==> config.mk <==
export PLATFORM = sky130hd
export DESIGN_NAME = can_init_ctrl
export DESIGN_NICKNAME = d
export VERILOG_FILES = /design/src/rtl/can_init_pkg.sv /design/src/rtl/can_ctl_reg.sv /design/src/rtl/can_bus_idle_det.sv /design/src/rtl/can_init_gate.sv /design/src/rtl/can_init_ctrl.sv
export SDC_FILE = /design/constraint.sdc
export NUM_CORES = 1
export LEC_CHECK = 0
export BUFFER_PORTS_ARGS = -buffer_cell sky130_fd_sc_hd__buf_2
export CAP_MARGIN = 20
export CORE_AREA = 2 2 39 41
export DETAILED_ROUTE_END_ITERATION = 16
export DIE_AREA = 0 0 41 43
export PLACE_DENSITY_LB_ADDON = 0.2
export SLEW_MARGIN = 20
export SYNTH_ARGS = -nofsm -noshare
export SYNTH_HDL_FRONTEND = slang
export SYNTH_HIERARCHICAL = 1
export SYNTH_SLANG_ARGS = --single-unit
==> constraint.sdc <==
create_clock -name clk -period 2.63 [get_ports clk]
set_clock_uncertainty 0.1 [all_clocks]
set_input_delay 0.526 -clock clk [delete_from_list [all_inputs] [get_ports clk]]
set_output_delay 0.526 -clock clk [all_outputs]
set_load 0.01 [all_outputs]
==> src/rtl/can_init_pkg.sv <==
package can_init_pkg;

  // Synchronizer phase: held in init, hunting for bus idle, or joined.
  typedef enum logic [1:0] {
    PH_INIT = 2'd0,
    PH_SYNC = 2'd1,
    PH_LIVE = 2'd2
  } sync_phase_e;

endpackage

==> src/rtl/can_ctl_reg.sv <==
module can_ctl_reg (
  input  logic clk,
  input  logic rst_n,
  input  logic ctl_we,
  input  logic init_d,
  input  logic cce_d,
  input  logic bus_off,
  output logic init_q,
  output logic cce_q,
  output logic init_set_evt
);

  // Any source that drives Init to one in the coming edge.
  assign init_set_evt = bus_off | (ctl_we & init_d);

  always_ff @(posedge clk or negedge rst_n) begin
    if (!rst_n) begin
      init_q <= 1'b1;
      cce_q  <= 1'b0;
    end else begin
      if (ctl_we) begin
        init_q <= init_d;
        cce_q  <= cce_d;
      end
      // Hardware set wins over a software clear in the same cycle;
      // the change-enable bit is left alone.
      if (bus_off) init_q <= 1'b1;
    end
  end

endmodule

==> src/rtl/can_bus_idle_det.sv <==
module can_bus_idle_det
  import can_init_pkg::*;
#(
  parameter int IDLE_BITS = 11,
  parameter int CNT_W     = $clog2(IDLE_BITS + 1)
) (
  input  logic             clk,
  input  logic             rst_n,
  input  logic             hold_init,
  input  logic             bit_strobe,
  input  logic             rx_bit,
  output sync_phase_e      phase,
  output logic [CNT_W-1:0] run_len,
  output logic             idle_seen
);

  localparam logic [CNT_W-1:0] LAST = CNT_W'(IDLE_BITS - 1);

  // Length of the recessive run after one more sample.
  function automatic logic [CNT_W-1:0] run_next(input logic [CNT_W-1:0] cur,
                                                input logic rec);
    return rec ? cur + 1'b1 : '0;
  endfunction

  logic hunting;
  assign hunting   = !hold_init && (phase != PH_LIVE);
  assign idle_seen = hunting && bit_strobe && rx_bit && (run_len == LAST);

  always_ff @(posedge clk or negedge rst_n) begin
    if (!rst_n) begin
      phase   <= PH_INIT;
      run_len <= '0;
    end else if (hold_init) begin
      phase   <= PH_INIT;
      run_len <= '0;
    end else if (phase != PH_LIVE) begin
      if (bit_strobe) begin
        run_len <= run_next(run_len, rx_bit);
      end
      phase <= idle_seen ? PH_LIVE : PH_SYNC;
    end
  end

endmodule

==> src/rtl/can_init_gate.sv <==
module can_init_gate
  import can_init_pkg::*;
(
  input  logic        init_q,
  input  logic        cce_q,
  input  sync_phase_e phase,
  input  logic        btr_wr_req,
  output logic        core_active,
  output logic        tx_force_rec,
  output logic        err_freeze,
  output logic        btr_we
);

  // Init takes effect in the same cycle it reads one, ahead of the phase.
  assign core_active  = (phase == PH_LIVE) && !init_q;
  assign tx_force_rec = !core_active;
  assign err_freeze   = init_q;
  assign btr_we       = btr_wr_req && init_q && cce_q;

endmodule

==> src/rtl/can_init_ctrl.sv <==
module can_init_ctrl
  import can_init_pkg::*;
#(
  parameter int IDLE_BITS = 11
) (
  input  logic clk,
  input  logic rst_n,
  input  logic ctl_we,
  input  logic init_d,
  input  logic cce_d,
  input  logic bus_off,
  input  logic rx_bit,
  input  logic bit_strobe,
  input  logic btr_wr_req,
  output logic init_o,
  output logic cce_o,
  output logic core_active,
  output logic tx_force_rec,
  output logic err_freeze,
  output logic btr_we
);

  localparam int CNT_W = $clog2(IDLE_BITS + 1);

  logic             init_q;
  logic             cce_q;
  logic             init_set_evt;
  sync_phase_e      phase;
  logic [CNT_W-1:0] idle_cnt;
  logic             idle_seen;

  can_ctl_reg u_ctl (
    .clk          (clk),
    .rst_n        (rst_n),
    .ctl_we       (ctl_we),
    .init_d       (init_d),
    .cce_d        (cce_d),
    .bus_off      (bus_off),
    .init_q       (init_q),
    .cce_q        (cce_q),
    .init_set_evt (init_set_evt)
  );

  can_bus_idle_det #(
    .IDLE_BITS (IDLE_BITS),
    .CNT_W     (CNT_W)
  ) u_idle (
    .clk        (clk),
    .rst_n      (rst_n),
    .hold_init  (init_q),
    .bit_strobe (bit_strobe),
    .rx_bit     (rx_bit),
    .phase      (phase),
    .run_len    (idle_cnt),
    .idle_seen  (idle_seen)
  );

  can_init_gate u_gate (
    .init_q       (init_q),
    .cce_q        (cce_q),
    .phase        (phase),
    .btr_wr_req   (btr_wr_req),
    .core_active  (core_active),
    .tx_force_rec (tx_force_rec),
    .err_freeze   (err_freeze),
    .btr_we       (btr_we)
  );

  assign init_o = init_q;
  assign cce_o  = cce_q;

endmodule

* Word-level counts from Yosys, hierarchy flattened *
Index checks and enable logic that the tools add are counted.
Widths: inputs -> output; s select.

word-level totals
  register bits = 8
  input bits = 9

operators by class
  add/subtract/negate cells = 1
  eq/ne operators = 3
  mux-type cells = 9
  reduce and logical (&&, ||, !) cells = 13

operators by type and width
  operator             count
  $mux 4               4
  $logic_and 1x1->1    7
  $mux 2               3
  $reduce_bool 2->1    3
  $add 4x1->4 const B  1
  $eq 4x4->1 const B   1
  $eq 2x2->1 const B   1
  $logic_not 1->1      2
  $mux 1               2
  $ne 2x2->1 const B   1
  $reduce_and 2->1     1

* Depth between registers and ports, before layout *
  depth after elaboration = 8
  depth in mapped cells = 5
  mapped depth without buffers = 5

* Modules after synthesis *
Netlist, hierarchy kept.

by module, submodules not included
  module            times used  cells an instance  area an instance (um^2)
  can_bus_idle_det  1           35                 329.1
  can_ctl_reg       1           6                  81.3
  can_init_gate     1           4                  30.0

* Worst setup path after synthesis *
OpenSTA, ideal clock, no wires.

  path kind = register -> output
  start = reg u_ctl.init_q
  end = out btr_we
  arrival = 0.847 ns
  path slack = 1.157 ns
  stages on the path, launching flop included = 2
  buffers on the path = 0
  path through = dfstp_2 and3_1

between the ends
  word-level cells in the longest chain between the ends = 2

RTL lines
  item                            line                 RTL
  start: declaration              can_ctl_reg.sv:8     output logic init_q,
  start signal: assignment        can_ctl_reg.sv:22    init_q <= init_d;
  $logic_and 1x1->1 (2 in a row)  can_init_gate.sv:18  assign btr_we = btr_wr_req && init_q && cce_q;
  end: declaration                can_init_ctrl.sv:20  output logic btr_we

Every way passes these cells.

* Final worst setup path *
Same ends and word-level chain as after synthesis.

==> flow_summary.toml <==
[worst_setup_path]
cp-start-kind = "flop"
cp_max_fo = 12
cp.required_ns = 2.00
critPathKind = "flop to output port"
end_kind = "output port"
cp.arrival_ns = 1.18

[clock_network]
clock_latency_ns = 0.26
clock-sinks = 8
postCtsResizedCells = 0
htreeDepth = 1
cts_tree = "yes"
cts_buffers = 3
clkSlewWorstSetupHoldPaths_ns = 0.05
clockBufferDepth = 2
root_buffer = "clkbuf_4"

[global_route]
grt_antenna_before_repair = 0
grt_start_max_net_pins = 13
gr-total-overflow = 0
grt_pass1_wl_um = 1593
grt_use_total = 0.1381
first_global_vias = 395

[status]
status = "complete, no violations"

[timing]
slew_headroom = 0.7496
min_period_ns = 1.805
fmax_ghz = 0.5539
worstMarginPinSlew_ns = 0.3748
post-route-period-util = 0.6865
rsz0062_at_grt = "no"
hold_viol = 0
drv_slew = 0
setup_viol = 0
finalSetupTns_ns = 0

[drt]
drc_errors = 0
drt-total-wl_um = 860
dr_total_vias = 386
via_per_inst = 5.013
drtIter0Drc = 6
first_pass_iters = 4
drtAntennaViolNets = 0
routedWlPerCell_um = 11.17

[pwr]
sequentialPowerShare = 0.505
total_leakage_power_nw = 0.2549
swShare = 0.2444
power_frac_comb = 0.103
power_density_nw_per_um2 = 481.2
power.internal_mw = 0.2002
power_switching_mw = 0.06474
power_frac_clock = 0.391
vdd_drop_max_mv = 0.2271

[place]
gp_congestion = 0.6678
placed_cell_area_sq_um = 514.2
place_inst = 72
port_buffers = 14
dp.final_hpwl_um = 665.3

[floorplanning]
die_w_um = 41
coreArea_sq_um = 1384
fp.dieArea_sq_um = 1763
die_y_um = 43
io_pins = 15
num_rows = 14
initial_utilization = 0.3119

[layout]
diodes = 0
drive_gt1_frac = 0.3279
final_cell_mix = "buf_2 (14), dfrtp_1 (7), o21ai_0 (4)"
final_common_cell = "buf_2"
nets = 73
area_growth_pct = 27.54
instances_no_fill = 77
postLayoutCellArea_sq_um = 550.5

[yosys]
syn_area_sq_um = 431.7
synth_area_per_cell_sq_um = 10.04
synth_nets = 54
synth_warnings = 6
synth_cells = 43

[flow_run]
maxCapViolCount = 0

[hold_path]
hp-class = "primary input to flop"
repair_timing:
action                     CTS  global route
setup endpoints to repair    0             0
buffers inserted             0             0
hold buffers                 1             0
hold endpoints to repair     4             0
layout make-up:
cell class                 instances  area, sq um
fill                             143        833.3
multi-input combinational         31        211.5
sequential                         8        201.4
timing repair buffer              15        80.08
clock buffer                       4        26.28
tap                               16        20.02
inverter                           3        11.26
worst max-delay path, cell delays in order, from the launching register on:
cell	delay (ns)
dfstp_2	0.63
and3_1	0.18
buf_2	0.12
path summary, 6_finish.rpt:
check / start / endpoint / slack (ns) / cells past startpoint
worst max-delay path: u_ctl/init_q$_DFFE_PN1P_ / btr_we / 0.82 / 2
worst min-delay path: cce_d / u_ctl/cce_q$_DFFE_PN0P_ / 0.42 / 2
worst max register to register: u_idle/phase[1]$_DFFE_PN0P_ / u_idle/run_len[3]$_DFFE_PN0P_ / 1.19 / 3
worst min register to register: u_ctl/cce_q$_DFFE_PN0P_ / u_ctl/cce_q$_DFFE_PN0P_ / 0.45 / 1
max in group asynchronous: rst_n / u_ctl/init_q$_DFFE_PN1P_ / 1.64 / 2
min in group asynchronous: rst_n / u_idle/run_len[0]$_DFFE_PN0P_ / 0.53 / 2
sequential cells by signal, summed over array words and instances (netlist names):
name	cells
u_ctl/init_q	1
u_ctl/cce_q	1
u_idle/phase	2
u_idle/run_len	4
per-stage QoR:
stage | setup WS, ns | hold WS, ns | power [mW] | utilization
final | 0.8246 | 0.4181 | 0.2649 | 0.3978
after detailed placement | 1.054 | 0.2790 | 0.1629 | 0.3716
after floorplan | 1.168 | 0.1304 | 0.1468 | -
after global routing | 0.7741 | 0.4130 | 0.2811 | 0.3978
after global placement | 1.081 | 0.2789 | 0.1631 | 0.3716
after CTS | 0.8010 | 0.4081 | 0.2719 | 0.3978
layer usage:
| metal | global-route usage | vias to the layer above | wire length [um] |
|---|---|---|---|
| met2 | 0.2063 | 14 | 414 |
| met1 | 0.1633 | 180 | 389 |
| met3 | 0.07853 | 0 | 57 |
| met4 | 0.04000 | 0 | 0 |
| li1 | - | 192 | - |
| met5 | 0 | - | 0 |
power groups by stage:
stage	Combinational [mW]	Sequential, mW	Clock (mW)
4_1_cts	0.0280	0.134	0.110
3_3_place_gp	0.0267	0.136	0
2_1_floorplan	0.0107	0.136	0
5_1_grt	0.0310	0.135	0.115
6_report	0.0273	0.134	0.104
3_5_place_dp	0.0266	0.136	0
Note: power is estimated with default switching activity, not from simulation.
